<file path="src/rtl/fbx_pkg.sv">
package fbx_pkg;
   typedef enum logic [1:0] {
      REG_CTRL = 2'd0,
      REG_ADDR = 2'd1,
      REG_DATA = 2'd2,
      REG_OWN  = 2'd3
   } fbx_reg_e;

   localparam int CTL_MODE_BIT = 8;
   localparam int CTL_BUSY_BIT = 9;
   localparam int CTL_FREE_LSB = 16;
   localparam int CTL_OVF_BIT  = 24;
endpackage

</file>
<file path="src/rtl/fbx_pad.sv">
module fbx_pad #(
   parameter int         DW  = 32,
   parameter logic [7:0] PAD = 8'hFF
) (
   input  logic [DW-1:0]   din,
   input  logic [DW/8-1:0] strb,
   output logic [DW-1:0]   dout
);
   localparam int LANES = DW / 8;

   for (genvar l = 0; l < LANES; l++) begin : g_lane
      assign dout[l*8 +: 8] = strb[l] ? din[l*8 +: 8] : PAD;
   end
endmodule

</file>
<file path="src/rtl/fbx_fifo.sv">
module fbx_fifo #(
   parameter int DW    = 32,
   parameter int DEPTH = 64
) (
   input  logic                       clk,
   input  logic                       rst_n,
   input  logic                       flush,
   input  logic                       push,
   input  logic [DW-1:0]              wdata,
   input  logic                       pop,
   output logic [DW-1:0]              head,
   output logic [$clog2(DEPTH):0]     count
);
   localparam int AW = $clog2(DEPTH);

   logic [DW-1:0] mem [DEPTH];
   logic [AW-1:0] wp_q, rp_q;
   logic [AW:0]   cnt_q;
   logic          full, empty, do_push, do_pop;

   assign full    = cnt_q == (AW+1)'(DEPTH);
   assign empty   = cnt_q == '0;
   assign do_push = push && !full && !flush;
   assign do_pop  = pop && !empty && !flush;

   always_ff @(posedge clk) begin
      if (do_push) mem[wp_q] <= wdata;
   end

   always_ff @(posedge clk or negedge rst_n) begin
      if (!rst_n) begin
         wp_q  <= '0;
         rp_q  <= '0;
         cnt_q <= '0;
      end else if (flush) begin
         wp_q  <= '0;
         rp_q  <= '0;
         cnt_q <= '0;
      end else begin
         if (do_push) wp_q <= wp_q + 1'b1;
         if (do_pop)  rp_q <= rp_q + 1'b1;
         case ({do_push, do_pop})
            2'b10:   cnt_q <= cnt_q + 1'b1;
            2'b01:   cnt_q <= cnt_q - 1'b1;
            default: cnt_q <= cnt_q;
         endcase
      end
   end

   assign head  = empty ? '0 : mem[rp_q];
   assign count = cnt_q;
endmodule

</file>
<file path="src/rtl/fbx_seq.sv">
module fbx_seq #(
   parameter int DW    = 32,
   parameter int FA_W  = 24,
   parameter int CNT_W = 7
) (
   input  logic             clk,
   input  logic             rst_n,
   input  logic             gnt,
   input  logic             wr_mode,
   input  logic             ptr_load,
   input  logic [FA_W-1:0]  ptr_val,
   input  logic             start,
   input  logic [CNT_W-1:0] start_cnt,
   input  logic             abort,
   input  logic             fifo_empty,
   input  logic             fifo_full,
   input  logic [DW-1:0]    fifo_head,
   output logic             busy,
   output logic [CNT_W-1:0] left,
   output logic             eng_push,
   output logic             eng_pop,
   output logic             fl_req,
   output logic             fl_we,
   output logic [FA_W-1:0]  fl_addr,
   output logic [DW-1:0]    fl_wdata,
   input  logic             fl_ack
);
   logic             act_q, we_q;
   logic [CNT_W-1:0] left_q;
   logic [FA_W-1:0]  ptr_q;
   logic [DW-1:0]    wdat_q;
   logic             launch_rd, launch_wr, done;

   assign launch_rd = !act_q && left_q != '0 && !fifo_full && gnt && !abort;
   assign launch_wr = !act_q && left_q == '0 && wr_mode && !fifo_empty && gnt && !abort;
   assign done      = act_q && fl_ack;
   assign eng_push  = done && !we_q && !wr_mode;
   assign eng_pop   = launch_wr;

   always_ff @(posedge clk or negedge rst_n) begin
      if (!rst_n) begin
         act_q  <= 1'b0;
         we_q   <= 1'b0;
         left_q <= '0;
         ptr_q  <= '0;
         wdat_q <= '0;
      end else begin
         if (launch_rd) begin
            act_q <= 1'b1;
            we_q  <= 1'b0;
         end else if (launch_wr) begin
            act_q  <= 1'b1;
            we_q   <= 1'b1;
            wdat_q <= fifo_head;
         end else if (done) begin
            act_q <= 1'b0;
         end

         if (abort)         left_q <= '0;
         else if (start)    left_q <= start_cnt;
         else if (eng_push) left_q <= left_q - 1'b1;

         if (ptr_load)  ptr_q <= ptr_val;
         else if (done) ptr_q <= ptr_q + 1'b1;
      end
   end

   assign busy     = left_q != '0 || (act_q && !we_q);
   assign left     = left_q;
   assign fl_req   = act_q;
   assign fl_we    = we_q;
   assign fl_addr  = ptr_q;
   assign fl_wdata = wdat_q;
endmodule

</file>
<file path="src/rtl/flash_bulk_xfer.sv">
module flash_bulk_xfer
   import fbx_pkg::*;
#(
   parameter int         DW    = 32,
   parameter int         FA_W  = 24,
   parameter int         DEPTH = 64,
   parameter logic [7:0] PAD   = 8'hFF
) (
   input  logic            clk,
   input  logic            rst_n,
   input  logic            host_wr,
   input  logic            host_rd,
   input  logic [1:0]      host_addr,
   input  logic [31:0]     host_wdata,
   input  logic [3:0]      host_wstrb,
   output logic [31:0]     host_rdata,
   output logic            mux_req,
   input  logic            mux_gnt,
   output logic            fl_req,
   output logic            fl_we,
   output logic [23:0]     fl_addr,
   output logic [31:0]     fl_wdata,
   input  logic [31:0]     fl_rdata,
   input  logic            fl_ack
);
   localparam int CNT_W = $clog2(DEPTH) + 1;

   if (DW != 32 || FA_W != 24) begin : g_bad_width
      $error("flash_bulk_xfer: port widths are fixed at DW=32, FA_W=24");
   end
   if (DEPTH < 2 || (DEPTH & (DEPTH - 1)) != 0) begin : g_bad_depth
      $error("flash_bulk_xfer: DEPTH must be a power of two >= 2");
   end
   if (CNT_W > 8) begin : g_bad_cnt
      $error("flash_bulk_xfer: count field must fit below the mode bit");
   end

   logic             wr_mode_q, ovf_q, own_q;
   logic [CNT_W-1:0] fcount, free_w, left_w, cmd_cnt;
   logic             full_w, empty_w, busy_w;
   logic             ctrl_wr, rd_cmd, rd_go, clr, data_wr, host_push, ovf_set, host_pop;
   logic             eng_push, eng_pop;
   logic [DW-1:0]    head_w, pad_w, fifo_in;
   logic [CNT_W-1:0] depth_c;

   assign depth_c   = CNT_W'(DEPTH);
   assign free_w    = depth_c - fcount;
   assign full_w    = fcount == depth_c;
   assign empty_w   = fcount == '0;
   assign cmd_cnt   = host_wdata[CNT_W-1:0];
   assign ctrl_wr   = host_wr && host_addr == REG_CTRL;
   assign rd_cmd    = ctrl_wr && host_wdata[CTL_MODE_BIT];
   assign clr       = ctrl_wr && !host_wdata[CTL_MODE_BIT];
   assign rd_go     = rd_cmd && !busy_w && mux_gnt && empty_w &&
                      cmd_cnt != '0 && cmd_cnt <= depth_c;
   assign data_wr   = host_wr && host_addr == REG_DATA && wr_mode_q;
   assign host_push = data_wr && !full_w;
   assign ovf_set   = data_wr && full_w;
   assign host_pop  = host_rd && host_addr == REG_DATA && !wr_mode_q && !empty_w;
   assign fifo_in   = host_push ? pad_w : fl_rdata;

   always_ff @(posedge clk or negedge rst_n) begin
      if (!rst_n) begin
         wr_mode_q <= 1'b1;
         ovf_q     <= 1'b0;
         own_q     <= 1'b0;
      end else begin
         if (clr)        wr_mode_q <= 1'b1;
         else if (rd_go) wr_mode_q <= 1'b0;
         if (clr)          ovf_q <= 1'b0;
         else if (ovf_set) ovf_q <= 1'b1;
         if (host_wr && host_addr == REG_OWN) own_q <= host_wdata[0];
      end
   end

   fbx_pad #(.DW(DW), .PAD(PAD)) pad_i (
      .din (host_wdata),
      .strb(host_wstrb),
      .dout(pad_w)
   );

   fbx_fifo #(.DW(DW), .DEPTH(DEPTH)) fifo_i (
      .clk  (clk),
      .rst_n(rst_n),
      .flush(clr),
      .push (host_push || eng_push),
      .wdata(fifo_in),
      .pop  (host_pop || eng_pop),
      .head (head_w),
      .count(fcount)
   );

   fbx_seq #(.DW(DW), .FA_W(FA_W), .CNT_W(CNT_W)) seq_i (
      .clk       (clk),
      .rst_n     (rst_n),
      .gnt       (mux_gnt),
      .wr_mode   (wr_mode_q),
      .ptr_load  (host_wr && host_addr == REG_ADDR),
      .ptr_val   (host_wdata[FA_W-1:0]),
      .start     (rd_go),
      .start_cnt (cmd_cnt),
      .abort     (clr),
      .fifo_empty(empty_w),
      .fifo_full (full_w),
      .fifo_head (head_w),
      .busy      (busy_w),
      .left      (left_w),
      .eng_push  (eng_push),
      .eng_pop   (eng_pop),
      .fl_req    (fl_req),
      .fl_we     (fl_we),
      .fl_addr   (fl_addr),
      .fl_wdata  (fl_wdata),
      .fl_ack    (fl_ack)
   );

   always_comb begin
      host_rdata = '0;
      case (host_addr)
         REG_CTRL: begin
            host_rdata[CNT_W-1:0]             = left_w;
            host_rdata[CTL_MODE_BIT]          = !wr_mode_q;
            host_rdata[CTL_BUSY_BIT]          = busy_w;
            host_rdata[CTL_FREE_LSB +: CNT_W] = free_w;
            host_rdata[CTL_OVF_BIT]           = ovf_q;
         end
         REG_ADDR: host_rdata[FA_W-1:0] = fl_addr;
         REG_DATA: host_rdata = wr_mode_q ? '0 : head_w;
         default:  host_rdata[1:0] = {mux_gnt, own_q};
      endcase
   end

   assign mux_req = own_q;
endmodule

</file>
<file path="config.mk">
export PLATFORM = sky130hd
export DESIGN_NAME = flash_bulk_xfer
export DESIGN_NICKNAME = d
export VERILOG_FILES = /design/src/rtl/fbx_pkg.sv /design/src/rtl/fbx_pad.sv /design/src/rtl/fbx_fifo.sv /design/src/rtl/fbx_seq.sv /design/src/rtl/flash_bulk_xfer.sv
export SDC_FILE = /design/constraint.sdc
export NUM_CORES = 2
export LEC_CHECK = 0
export CAP_MARGIN = 20
export CORE_MARGIN = 10
export CORE_UTILIZATION = 50
export CTS_BUF_LIST = sky130_fd_sc_hd__clkbuf_4
export DETAILED_ROUTE_END_ITERATION = 6
export PLACE_DENSITY_LB_ADDON = 0.3
export SYNTH_ARGS = -nofsm -noshare
export SYNTH_HDL_FRONTEND = slang
export SYNTH_SLANG_ARGS = --single-unit
</file>
<file path="constraint.sdc">
create_clock -name clk -period 7.25 [get_ports clk]
set_input_delay 1.45 -clock clk [delete_from_list [all_inputs] [get_ports clk]]
set_output_delay 1.45 -clock clk [all_outputs]
set_load 0.01 [all_outputs]
</file>
**Yosys cells after proc, flatten, opt, wreduce, memory -nomap -nowiden**

Memory sizes are Yosys's and may differ from the RTL's.
Cells that the tools add are included.
W data, S select, Z words.

- Bits in registers: 87
- Memory bits (writable): 2048
- Output and inout bits: 91
- Memories: 1
- Input bits: 76

Memory list:

| memory | words | width | rd ports | clocked after memory_dff | wr ports | line | RTL |
|---|---|---|---|---|---|---|---|
| fifo_i.mem | 64 | 32 | 1 | 0 | 1 | fbx_fifo.sv:16 | `logic [DW-1:0] mem [DEPTH];` |

- $add $sub $neg: 7
- $lt $le $gt $ge: 1
- Eq/ne operators: 6
- Mux-type cells: 38
- Bitwise operators: 1
- Reduce and logical (&&, ||, !) cells: 60

Operators with widths:

| kind | number |
|---|---|
| $mux W32 | 3 |
| $mux W24 | 2 |
| $mux W7 | 5 |
| $logic_and A1 B1 Y1 | 34 |
| $mux W8 | 4 |
| $add A24 B1 Y24 const B | 1 |
| $mux W6 | 4 |
| $pmux W7 S3 | 1 |
| $pmux W5 S3 | 1 |
| $logic_not A7 Y1 | 2 |
| $pmux W7 S2 | 1 |
| $reduce_bool A7 Y1 | 2 |
| $sub A7 B1 Y7 const B | 2 |
| $add A6 B1 Y6 const B | 2 |
| $pmux W2 S3 | 2 |
| $pmux W6 S2 | 1 |
| $reduce_bool A2 Y1 | 6 |
| $mux W1 | 11 |
| $reduce_bool A3 Y1 | 3 |
| $logic_not A1 Y1 | 8 |
| $add A7 B1 Y7 const B | 1 |
| $eq A7 B7 Y1 const B | 1 |
| $le A7 B7 Y1 const B | 1 |
| $sub A7 B7 Y7 const A | 1 |
| other kinds (7) | 14 |

**Logic depth before layout (Yosys ltp)**

- Word-level depth: 12
- Mapped depth: 13
- Depth with buffers taken out: 13

**Modules after synthesis**

Synthesis repeated with hierarchy kept, for this count alone.

- Cells, all modules: 3917
- Area total of the unflattened synthesis: 84536.1 sq um

By module, submodules not included:

| module | sequential area each (sq um) | cells each | times used | area each (sq um) |
|---|---|---|---|---|
| fbx_fifo | 61974.4 | 3438 | 1 | 79856.6 |
| fbx_seq | 1626.6 | 291 | 1 | 3219.3 |
| flash_bulk_xfer | 76.3 | 156 | 1 | 1260.0 |
| fbx_pad | 0.0 | 32 | 1 | 200.2 |

**Least setup slack after synthesis**

OpenSTA, ideal clock, no wires.

- Kind: in2reg
- From: in host_addr[0]
- To: mem fifo_i.mem[0][10], data pin
- Slack: 2.148 ns
- Buffers on the path: 1
- Arrival time: 4.515 ns
- Stages on the path: 7
- Required time: 6.662 ns
- Cells stage by stage: inv_1 -> ha_1 -> nand3_1 -> a31oi_1 -> clkbuf_1 -> nor2_1 -> a31oi_1

- Cells in the longest elaborated chain, start to end: 5

RTL lines:

| element | line | RTL |
|---|---|---|
| start: declaration | flash_bulk_xfer.sv:13 | `input logic [1:0] host_addr,` |
| $eq A2 B2 Y1 | flash_bulk_xfer.sv:56 | `assign data_wr = host_wr && host_addr == REG_DATA && wr_mode_q;` |
| $logic_and A1 B1 Y1 (2 in series) | flash_bulk_xfer.sv:56 |  |
| $logic_and A1 B1 Y1 | flash_bulk_xfer.sv:57 | `assign host_push = data_wr && !full_w;` |
| $mux W32 | flash_bulk_xfer.sv:60 | `assign fifo_in = host_push ? pad_w : fl_rdata;` |
| net fifo_i.wdata[10] | fbx_fifo.sv:9 | `input logic [DW-1:0] wdata,` |
| end: declaration | fbx_fifo.sv:16 |  |

The timed path passes the listed nets, and every way through them passes these cells.

**Final worst setup path**

- From: reg fifo_i.rp_q[1]
- To: out host_rdata[18]

- Cells in the longest elaborated chain, start to end: 4

RTL lines:

| element | line | RTL |
|---|---|---|
| start: declaration | fbx_fifo.sv:17 | `logic [AW-1:0] wp_q, rp_q;` |
| start signal: assignment | fbx_fifo.sv:41 | `if (do_pop) rp_q <= rp_q + 1'b1;` |
| $mem_v2 Z64 W32 | n/a |  |
| $mux W32 | fbx_fifo.sv:50 | `assign head = empty ? '0 : mem[rp_q];` |
| $mux W32 | flash_bulk_xfer.sv:128 | `REG_DATA: host_rdata = wr_mode_q ? '0 : head_w;` |
| $pmux W7 S3 | flash_bulk_xfer.sv:119 | `case (host_addr)` |
| end: declaration | flash_bulk_xfer.sv:16 | `output logic [31:0] host_rdata,` |

Every way passes these cells.

==> results.py <==
metrics = {
    "synthesis": {
        "async_reset_ff_frac": 0.0407,
        "synth-edff-count": 2048,
        "synth_xor_area_frac": 0.00513,
        "yosys.area_share.simple": 0.0215,
        "synth_compound_area_frac": 0.0467,
        "synth_cell_type_count": 67,
        "syn_avg_cell_area_um2": 20.1,
        "syn_nets": 4258,
        "ys_warn_count": 0,
        "synthesis.area_um2": 83700,
        "synth_largest_area_cell": "edfxtp_1",
        "yosys.area_share.adder": 0.00248,
        "yosysMostFrequentCell": "edfxtp_1",
        "syn_inst": 4166,
        "ys_seq_elements": 2135,
        "ys_seq_area_frac": 0.761,
        "synth_top_family_by_area": "multiplexers",
        "synth_common_cells": "2048 x edfxtp_1, 390 x mux4_2, 312 x mux2i_1",
        "yosys.area.top_type_share": 0.735,
        "synthMuxAreaShare": 0.144,
        "ys_top_cells_by_area": "edfxtp_1 74%, mux4_2 10%, mux2i_1 3.7%",
        "ys.flop_type": "edfxtp_1",
    },
    "power": {
        "leakagePower_nw": 31.4,
        "p_per_area_nw_per_um2": 343,
        "ir_drop_v": 0.000206,
    },
    "timing": {
        "finalHoldViolations": 0,
        "slew_headroom": 0.213,
        "fmax_ghz": 0.140,
        "fin_crit_sh": 0.989,
        "setup_violations": 0,
        "grt_setup_unrepaired": "no",
        "tightest_slew_ns": 1.18,
        "skew_ns": 0.101,
        "slew_viol_final": 0,
        "period_needed_ns": 7.17,
    },
    "grt": {
        "grt_usage": 0.249,
        "antenna_found_initial": 20,
        "grt_remaining_overflow": 0,
        "grt_first_pass_wirelength_um": 333000,
        "grt_max_degree": 86,
        "grt_pass1_vias": 46300,
    },
    "worst_setup_path": {
        "cp.arrival_ns": 5.72,
        "end_kind": "primary output",
        "crit_fanout": 33,
        "ff2ff_setup_slack_ns": 3.05,
        "critPathKind": "reg2out",
        "crit_path_start_kind": "flop",
        "required_ns": 5.80,
    },
    "die": {
        "core_um2": 167000,
        "die-area_um2": 184000,
        "start_util": 0.502,
        "fp.dieW_um": 429,
        "fp-row-count": 150,
        "die_y_um": 429,
        "num_io_pins": 167,
    },
    "routing": {
        "wirelength_um": 233000,
        "avgViaCountPerCell": 6.25,
        "via_count": 46200,
        "postRouteAntennaNets": 0,
        "drt-initial-drc-count": 6375,
        "dr.pass1.iters": 5,
        "wl_per_cell_um": 31.5,
        "drc": 0,
    },
    "place": {
        "dpl.hpwl_um": 139000,
        "place_area_um2": 89500,
        "gp_congestion": 0.924,
        "port_buffers": 166,
    },
    "clock_network": {
        "clk_pin_slew_ns": 0.06,
        "cts_root_buffer": "clkbuf_4",
        "cts_tree": "built",
        "ctsLongestPathBuffers": 4,
        "htree_levels": 6,
        "clock_sinks": 2135,
        "cts_buffers": 550,
        "insertion_delay_ns": 1.33,
    },
    "status": {
        "status": "finished clean",
    },
    "job": {
        "max_cap_violations": 0,
    },
    "finish": {
        "layout.nets": 4935,
        "final_core_util": 0.577,
        "drive_above_1_share": 0.303,
        "finalInstanceArea_um2": 96200,
        "area_growth_syn_to_layout_pct": 14.9,
    },
    "min_path": {
        "hold_path.class": "reg2reg",
    },
}
-- sequential cells by signal (all words and copies together), names as in the netlist --
| signal | flops |
|---|---|
| seq_i.fl_we | 1 |
| fifo_i.wp_q | 6 |
| seq_i.left | 7 |
| fifo_i.rp_q | 6 |
| wr_mode_q | 1 |
| fifo_i.mem | 2048 |
| seq_i.fl_addr | 24 |
| seq_i.fl_wdata | 32 |
| ovf_q | 1 |
| fifo_i.count | 7 |
| seq_i.fl_req | 1 |
| mux_req | 1 |
-- cell type report --
type	count	area (µm²)
Fill cell	12400	70500
Sequential cell	2135	63700
Multi-Input combinational cell	1738	19500
Clock buffer	788	5920
Timing Repair Buffer	373	3580
Tap cell	2204	2760
Clock inverter	103	554
Inverter	45	169
Antenna cell	8	20.0
-- worst paths after layout --
path | from | to | depth (start not counted)
max | fifo_i.rp_q[1] | host_rdata[18] | 8
min | seq_i.fl_wdata[28] | seq_i.fl_wdata[28] | 2
max reg2reg | fifo_i.count[0] | fifo_i.mem[58][24] | 9
min reg2reg | seq_i.fl_wdata[28] | seq_i.fl_wdata[28] | 2
max in group asynchronous | rst_n | fifo_i.rp_q[1] | 3
min in group asynchronous | rst_n | seq_i.fl_wdata[27] | 2
-- cells in the final DEF (no fill, tap or decap), types with 32 or more instances in the layout --
cell | Yosys | layout
a21boi_0 | 37 | 32
a21oi_1 | 49 | 49
a22oi_1 | 124 | 124
a31oi_4 | 0 | 33
buf_4 | 23 | 179
clkbuf_4 | 0 | 788
clkdlybuf4s50_1 | 0 | 165
clkinv_1 | 0 | 67
dfrtp_1 | 86 | 81
edfxtp_1 | 2048 | 2048
inv_1 | 45 | 45
mux2i_1 | 312 | 312
mux4_2 | 390 | 390
nand2_1 | 91 | 89
nor2_1 | 143 | 77
nor2_4 | 0 | 65
nor3_1 | 41 | 41
o21ai_0 | 48 | 48
o22ai_1 | 148 | 145
-- where the power goes --
part	total, mW	switching (mW)	internal (mW)
sequential	14.3	0.430	13.9
clock	9.79	4.65	5.13
combinational	8.90	5.31	3.58
-- what timing repair did --
action / CTS / global route
setup buffers: 0 / 2
setup endpoints to repair: 9 / 6
hold buffers: 1 / 0
gates cloned: 1 / 0
gates resized for setup: 5 / 6
endpoints found under the hold margin: 7 / 0
-- metal layers --
layer | GRT usage | up-vias | part of all wire
met5 | 0 | - | 0.00030
met4 | 0.109 | 10 | 0.042
met3 | 0.0667 | 454 | 0.12
met2 | 0.378 | 2922 | 0.47
met1 | 0.340 | 23900 | 0.37
li1 | - | 18900 | -
-- cells by family after synthesis --
group           Yosys count
mux                     716
compound gates          574
fa+ha+maj                16
simple gates            382
buf+inv                 294
xor+xnor                 49
flops                  2135
-- stage by stage --
stage / hold slack, ns / setup TNS (ns) / total power, mW / instances / setup WS [ns]
after CTS: 0.489 / -0.0737 / 33.1 / 7382 / -0.0737
after global routing: 0.525 / 0 / 34.2 / 7394 / 0.0394
after global placement: 0.462 / 0 / 23.3 / 6480 / 0.809
after detailed placement: 0.475 / 0 / 23.3 / 6489 / 0.830
after floorplan: 0.467 / 0 / 20.1 / 4166 / 2.15
final: 0.482 / 0 / 33.0 / 7394 / 0.0829
-- worst max-delay path, cell delays in order (launching register included) --
cell and delay, ns:
dfrtp_4 0.80, nor2b_4 0.62, buf_12 0.30, buf_4 0.24
a22oi_1 0.10, a21boi_0 0.83, o22ai_1 0.23, o22ai_1 0.56
clkdlybuf4s50_1 0.68
Note: power is estimated with default switching activity, not from simulation.
